--- src/rtl/sleep_wdt_pkg.sv ---
package sleep_wdt_pkg;
  localparam int SEL_W    = 2;
  localparam int BASE_LOG = 6;  // code 0 period = 2**6
  localparam int STEP_LOG = 3;  // each code step multiplies period by 8
  localparam int CNT_W    = BASE_LOG + STEP_LOG * ((1 << SEL_W) - 1);

  function automatic logic [CNT_W-1:0] term_of(input logic [SEL_W-1:0] sel);
    logic [CNT_W:0] one_hot;
    one_hot = (CNT_W+1)'(1) << (BASE_LOG + STEP_LOG * int'(sel));
    return CNT_W'(one_hot - 1'b1);
  endfunction
endpackage

--- src/rtl/interval_counter.sv ---
module interval_counter
  import sleep_wdt_pkg::*;
(
  input  logic             clk_i,
  input  logic             rst_ni,
  input  logic             cfg_we_i,
  input  logic [SEL_W-1:0] cfg_sel_i,
  output logic             tick_o
);
  logic [SEL_W-1:0] sel_pend_q, sel_act_q;
  logic [CNT_W-1:0] cnt_q;
  logic             tick_q;
  logic             wrap;

  assign wrap = (cnt_q == term_of(sel_act_q));

  always_ff @(posedge clk_i or negedge rst_ni) begin
    if (!rst_ni) begin
      sel_pend_q <= '0;
      sel_act_q  <= '0;
      cnt_q      <= '0;
      tick_q     <= 1'b0;
    end else begin
      if (cfg_we_i) sel_pend_q <= cfg_sel_i;
      if (wrap) begin
        cnt_q     <= '0;
        sel_act_q <= sel_pend_q;  // new code only at interval boundary
      end else begin
        cnt_q <= cnt_q + 1'b1;
      end
      tick_q <= wrap;
    end
  end

  assign tick_o = tick_q;
endmodule

--- src/rtl/wdt_tally.sv ---
module wdt_tally #(
  parameter int TICKS    = 3,
  parameter int RST_HOLD = 4
) (
  input  logic clk_i,
  input  logic rst_ni,
  input  logic tick_i,
  input  logic clear_i,
  output logic wdt_o
);
  localparam int TALLY_W = $clog2(TICKS + 1);
  localparam int HOLD_W  = $clog2(RST_HOLD + 1);

  logic [TALLY_W-1:0] tally_q;
  logic [HOLD_W-1:0]  hold_q;
  logic               fire;

  assign fire = !clear_i && tick_i && (tally_q == TALLY_W'(TICKS - 1));

  always_ff @(posedge clk_i or negedge rst_ni) begin
    if (!rst_ni) begin
      tally_q <= '0;
    end else if (clear_i) begin
      tally_q <= '0;  // service wins over a coincident tick
    end else if (tick_i) begin
      tally_q <= fire ? '0 : tally_q + 1'b1;
    end
  end

  always_ff @(posedge clk_i or negedge rst_ni) begin
    if (!rst_ni) begin
      hold_q <= '0;
    end else if (fire) begin
      hold_q <= HOLD_W'(RST_HOLD);
    end else if (hold_q != '0) begin
      hold_q <= hold_q - 1'b1;
    end
  end

  assign wdt_o = (hold_q != '0);
endmodule

--- src/rtl/bandgap_duty.sv ---
module bandgap_duty #(
  parameter int BG_ON  = 2,
  parameter int BG_OFF = 14
) (
  input  logic clk_i,
  input  logic rst_ni,
  input  logic sleep_i,
  input  logic no_buzz_i,
  output logic bg_en_o
);
  localparam int PERIOD = BG_ON + BG_OFF;
  localparam int DC_W   = $clog2(PERIOD);

  logic [DC_W-1:0] dc_q;

  always_ff @(posedge clk_i or negedge rst_ni) begin
    if (!rst_ni) begin
      dc_q <= '0;
    end else if (dc_q == DC_W'(PERIOD - 1)) begin
      dc_q <= '0;
    end else begin
      dc_q <= dc_q + 1'b1;
    end
  end

  assign bg_en_o = !sleep_i || no_buzz_i || (dc_q < DC_W'(BG_ON));
endmodule

--- src/rtl/sleep_wdt_timer.sv ---
module sleep_wdt_timer
  import sleep_wdt_pkg::*;
#(
  parameter int WDT_TICKS = 3,
  parameter int RST_HOLD  = 4,
  parameter int BG_ON     = 2,
  parameter int BG_OFF    = 14
) (
  input  logic       clk_i,
  input  logic       rst_ni,
  input  logic       cfg_we_i,
  input  logic [1:0] cfg_sel_i,
  input  logic       wdt_clear_i,
  input  logic       sleep_active_i,
  input  logic       no_buzz_i,
  output logic       sleep_tick_o,
  output logic       wdt_reset_o,
  output logic       bandgap_en_o
);
  logic tick;

  interval_counter i_interval (
    .clk_i    (clk_i),
    .rst_ni   (rst_ni),
    .cfg_we_i (cfg_we_i),
    .cfg_sel_i(cfg_sel_i),
    .tick_o   (tick)
  );

  wdt_tally #(
    .TICKS   (WDT_TICKS),
    .RST_HOLD(RST_HOLD)
  ) i_wdt (
    .clk_i  (clk_i),
    .rst_ni (rst_ni),
    .tick_i (tick),
    .clear_i(wdt_clear_i),
    .wdt_o  (wdt_reset_o)
  );

  bandgap_duty #(
    .BG_ON (BG_ON),
    .BG_OFF(BG_OFF)
  ) i_bg (
    .clk_i    (clk_i),
    .rst_ni   (rst_ni),
    .sleep_i  (sleep_active_i),
    .no_buzz_i(no_buzz_i),
    .bg_en_o  (bandgap_en_o)
  );

  assign sleep_tick_o = tick;
endmodule

--- config.mk ---
export PLATFORM = sky130hd
export DESIGN_NAME = sleep_wdt_timer
export DESIGN_NICKNAME = d
export VERILOG_FILES = /design/src/rtl/sleep_wdt_pkg.sv /design/src/rtl/interval_counter.sv /design/src/rtl/wdt_tally.sv /design/src/rtl/bandgap_duty.sv /design/src/rtl/sleep_wdt_timer.sv
export SDC_FILE = /design/constraint.sdc
export NUM_CORES = 1
export LEC_CHECK = 0
export BUFFER_PORTS_ARGS = -buffer_cell sky130_fd_sc_hd__buf_4
export CORE_AREA = 2 2 53 55
export DETAILED_ROUTE_END_ITERATION = 8
export DIE_AREA = 0 0 55 57
export PLACE_DENSITY = 0.7
export SLEW_MARGIN = 40
export SYNTH_ARGS = -nofsm -noshare
export SYNTH_HDL_FRONTEND = slang
export SYNTH_HIERARCHICAL = 1
export SYNTH_SLANG_ARGS = --single-unit
export TNS_END_PERCENT = 20
--- constraint.sdc ---
create_clock -name clk_i -period 2.34 [get_ports clk_i]
set_clock_uncertainty 0.1 [all_clocks]
set_input_delay 0.234 -clock clk_i [delete_from_list [all_inputs] [get_ports clk_i]]
set_output_delay 0.234 -clock clk_i [all_outputs]
set_load 0.05 [all_outputs]
# Word level (Yosys, flattened, before mapping)
# Index checks and enable logic that the tools add are counted.
totals:
  reg_bits: 29
  inputBits: 8
  elab_cells: 35
op_classes:
  n_addsub: 6
  multipliers: 1
  n_lt_le_gt_ge: 1
  n_eq_ne: 3
  shifts: 1
  n_mux: 7
  reduce_logical: 9
op_table:
  columns: ["cell", "n"]
  rows:
  - ["$add 4x32->32 const A", 1]
  - ["$shl 1x32->15 const A", 1]
  - ["$add 15x1->15 const B", 1]
  - ["$eq 15x15->1", 1]
  - ["$mux 15", 1]
  - ["$sub 15x1->15 const B", 1]
  - ["$mux 2", 3]
  - ["$mux 3", 2]
  - ["$add 4x1->4 const B", 1]
  - ["$eq 4x4->1 const B", 1]
  - ["$lt 4x2->1 const B", 1]
  - ["$mul 2x2->4 const A", 1]
  - ["$mux 4", 1]
  - ["$reduce_bool 2->1", 2]
  - ["$reduce_bool 3->1", 1]
  - ["$sub 3x1->3 const B", 1]
  - ["$add 2x1->2 const B", 1]
  - ["$eq 2x2->1 const B", 1]
  - ["$logic_and 1x1->1", 2]
  - ["$logic_not 1->1", 2]
  - ["$logic_or 1x1->1", 2]

# Depth between registers and ports, before layout
depth:
  word_depth: 6
  depth_mapped: 6

# Modules after synthesis
# The synthesis kept the hierarchy.
modules_own_cells:
  columns: ["mod", "instances", "cells_per_inst", "area_per_inst_um2", "seq_area_each_um2"]
  rows:
  - ["interval_counter", 1, 81, 930.9, 500.5]
  - ["wdt_tally", 1, 26, 266.5, 125.1]
  - ["bandgap_duty", 1, 14, 176.4, 100.1]

# Least setup slack after synthesis
# No wires, ideal clock.
synth_timing:
  path_type: "register to output"
  from: "register i_bg.dc_q[2]"
  to: "output bandgap_en_o"
  arrival_time_ps: 2270
  path_slack_ps: -264
  path_stages_with_launch: 2
  cell_sequence: "dfrtp_1 o311ai_0"
synth_via:
  elab_chain_cells: 2
synth_lines:
  columns: ["item", "line_no", "source"]
  rows:
  - ["start, declared", "bandgap_duty.sv:14", "logic [DC_W-1:0] dc_q;"]
  - ["start signal, assigned", "bandgap_duty.sv:22", "dc_q <= dc_q + 1'b1;"]
  - ["$lt 4x2->1", "bandgap_duty.sv:26", "assign bg_en_o = !sleep_i || no_buzz_i || (dc_q < DC_W'(BG_ON));"]
  - ["$logic_or 1x1->1", "bandgap_duty.sv:26", null]
  - ["end, declared", "sleep_wdt_timer.sv:18", "output logic bandgap_en_o"]
# No other way between the ends.

# Worst setup path in the final report
layout_timing:
  from: "register i_interval.cnt_q[6]"
  to: "register i_interval.sel_act_q[0]"
layout_via:
  elab_chain_cells: 1
layout_lines:
  columns: ["item", "line_no", "source"]
  rows:
  - ["start, declared", "interval_counter.sv:11", "logic [CNT_W-1:0] cnt_q;"]
  - ["start signal, assigned", "interval_counter.sv:29", "cnt_q <= cnt_q + 1'b1;"]
  - ["$eq 15x15->1", "interval_counter.sv:15", "assign wrap = (cnt_q == term_of(sel_act_q));"]
  - ["end signal, assigned", "interval_counter.sv:27", "sel_act_q <= sel_pend_q;"]
  - ["end, declared", "interval_counter.sv:10", "logic [SEL_W-1:0] sel_pend_q, sel_act_q;"]
# No other way between the ends.
# A chain may end at the register's enable or synchronous reset.

==> results by group <==
Clock tree
  – CTS H-tree depth: 2
  – CTS Buffer Depth: 2
  – Setup bufs post-CTS: 0
  – Clock slew at reported path FFs: 0.09 ns
  – TritonCTS Sinks: 29
  – Total CTS buffers: 5
  – Worst skew pair latency: 0.34 ns
  – TritonCTS clock tree: done
  – Clk root buf: clkbuf_4

Logic synthesis
  – Mean Syn Cell Area: 11.4 um^2
  – Cell taking the most area after synthesis: dfrtp_1
  – Yosys warns: 6
  – Cells after synthesis: 121
  – Synth top area share: 52.8%
  – Syn Nets: 133
  – Netlist cell types: 36
  – Most numerous cell in the Yosys netlist: dfrtp_1
  – Seq/Total Area, Yosys: a little over half
  – Commonest cells in the netlist: dfrtp_1 (29), nor2_1 (14), xnor2_1 (9)
  – Cell area after synthesis: 1370 um^2
  – Synthesized flop and latch total: 29
  – FFs w/ async S/R, synth: 100%
  – Predominant post-synthesis flop cell: dfrtp_1
  – Number of synthesized flops with an enable pin: 0
  – Synth area leaders: dfrtp_1 (53%), xnor2_1 (5.7%), nor2_1 (3.8%)

Floorplanning
  – Die width: 55 um
  – Die H: 57 um
  – Initial Util: 52.5%
  – Io pins: 11
  – Core Area: 2620 um^2
  – Die area: 3140 um^2
  – Row count: 19

Timing
  – Total negative slack: 0 ns
  – Max Freq: 471 MHz
  – Final Max Tran Viols: 0
  – Period minus WS final: roughly 2.1 ns
  – Hold WS: between 0.02 and 0.025 ns
  – Period Utilization, post-route: 90.8%
  – Final number of hold-violating endpoints: 0
  – RSZ-0062 raised after global routing: false
  – Slew headroom: 72.5%
  – Setup violations, final: 0
  – Worst Tran Pin Value: 0.408 ns

Hold path
  – Hold Path Class: in2reg
  – Hold Crit Depth: 2

Layout
  – Core Util, Final: 61.7%
  – Number of fill cells: 216
  – Post-layout net count: around 150
  – Share of cells above drive strength 1: roughly a fifth
  – Area of the multi-input gates: 603 um^2
  – N_diodes: 0
  – Synth-to-Final Area Change: 17.5%
  – FF/Latch Area: 726 um^2

Global routing
  – Initial antenna violation count: 0
  – Overall Global Routing Usage: 18.0%
  – First-pass GRT wire length: 3.91 mm
  – Vias in the first global route: 955
  – Total grt overflow: 0
  – Largest net degree at the start of global routing: 30

Power and ir drop
  – Total power: 1.04 mW
  – Power per standard cell area: 646 nW/um^2
  – Pleak: 0.744 nW
  – Max IR drop VDD: 0.560 mV

Status
  – Status: finished clean

Setup path
  – Reg2reg path depth: 4
  – Type of the worst setup path: reg2reg
  – CP arrival: 2.25 ns
  – Startpoint Class: register
  – Crit-path max FO: 6
  – CP Data Required Time: 2.46 ns
  – CP Capture Type: register

Route
  – DR WL/cell: 13.5 um
  – Drt drc: 0
  – First-pass DRT Iterations: 4
  – Via count: approximately 1000
  – Routed WL: approximately 2.3 mm
  – 1st-iter DRT viols: 18
  – Routed Antenna Nets: 0
  – Vias per inst: 5.62

Placement
  – Port buffer count: 10
  – Post-DP HPWL: 1.65 mm
  – RePlAce Congestion: 0.880

Job
  – Maxcap violations: 0
[registers in the layout (all words and copies together) (netlist names)]
register               count
i_bg/dc_q                  4
i_interval/cnt_q          15
i_interval/sel_act_q       2
i_interval/sel_pend_q      2
i_interval/tick_o          1
i_wdt/hold_q               3
i_wdt/tally_q              2
[critical path: stages, from the launching register on]
cell and delay (ns):
dfrtp_1 0.44, or3_1 0.40, o31a_1 0.28, a2111oi_4 0.43
mux2_1 0.37
[placed cells by master (no fill, tap or decap), types with 2 or more instances in the layout]
cell type and count:
mux2_1 2, nor4_1 2, mux2_2 2, a21oi_1 3, buf_4 13, bufinv_16 2
dfrtp_1 29, nand4_1 4, nor2_1 14, ha_1 4, inv_1 7, and3_1 2
dlygate4sd3_1 2, xnor2_1 9, nor3_1 3, nand2_1 6, a31oi_1 2, xor2_1 6
nand3_1 6, clkbuf_4 5
[final cells by class]
type	count	share of cell area, %
clock inverter	3	4.03
clock buffer	5	2.33
timing repair buffer	15	7.29
inverter	7	1.63
sequential	29	45.0
multi-input combinational	83	37.4
tap	31	2.40
[power by group]
part	internal, mW	switching [mW]
registers	0.504	0.00200
clock network	0.331	0.180
logic	0.0130	0.0127
total	0.848	0.195
[per-layer routing]
layer	global-route usage, %	routed length, um	up-vias
met5	0	0	-
li1	-	-	467
met4	11.5	63	0
met2	27.2	1120	23
met3	6.28	119	10
met1	21.5	1040	473
[kinds of logic after synthesis]
logic type / after synthesis / share of synthesized area [%]
compound gates: 13 / 8.56
xor+xnor: 15 / 9.56
fa+ha+maj: 4 / 3.64
buf+inv: 9 / 3.28
flops: 29 / 52.8
mux: 4 / 3.28
simple gates: 47 / 18.9
[through the flow]
stage	area [um^2]	cells	setup slack [ns]
after detailed placement	1490	163	0.237
after CTS	1610	173	0.223
after floorplan	1370	121	0.305
after global placement	1490	163	0.296
final	1610	173	0.216
after global routing	1610	173	0.153
[worst paths after layout]
path                                      start                       end  slack (ns)
min in group asynchronous                rst_ni              i_bg/dc_q[2]        0.24
setup reg to reg            i_interval/cnt_q[6]   i_interval/sel_act_q[0]        0.22
hold reg to reg            i_interval/cnt_q[14]      i_interval/cnt_q[14]        0.40
hold / removal                     cfg_sel_i[1]  i_interval/sel_pend_q[1]        0.02
max in group asynchronous                rst_ni      i_interval/cnt_q[12]        1.62
setup / recovery            i_interval/cnt_q[6]   i_interval/sel_act_q[0]        0.22
[repair_timing]
| item | in CTS | in global routing |
|---|---|---|
| hold endpoints to repair | 31 | 0 |
| gates resized for setup | 0 | 0 |
| hold buffers | 2 | 0 |
No activity file was read; power rests on OpenSTA's default activity.
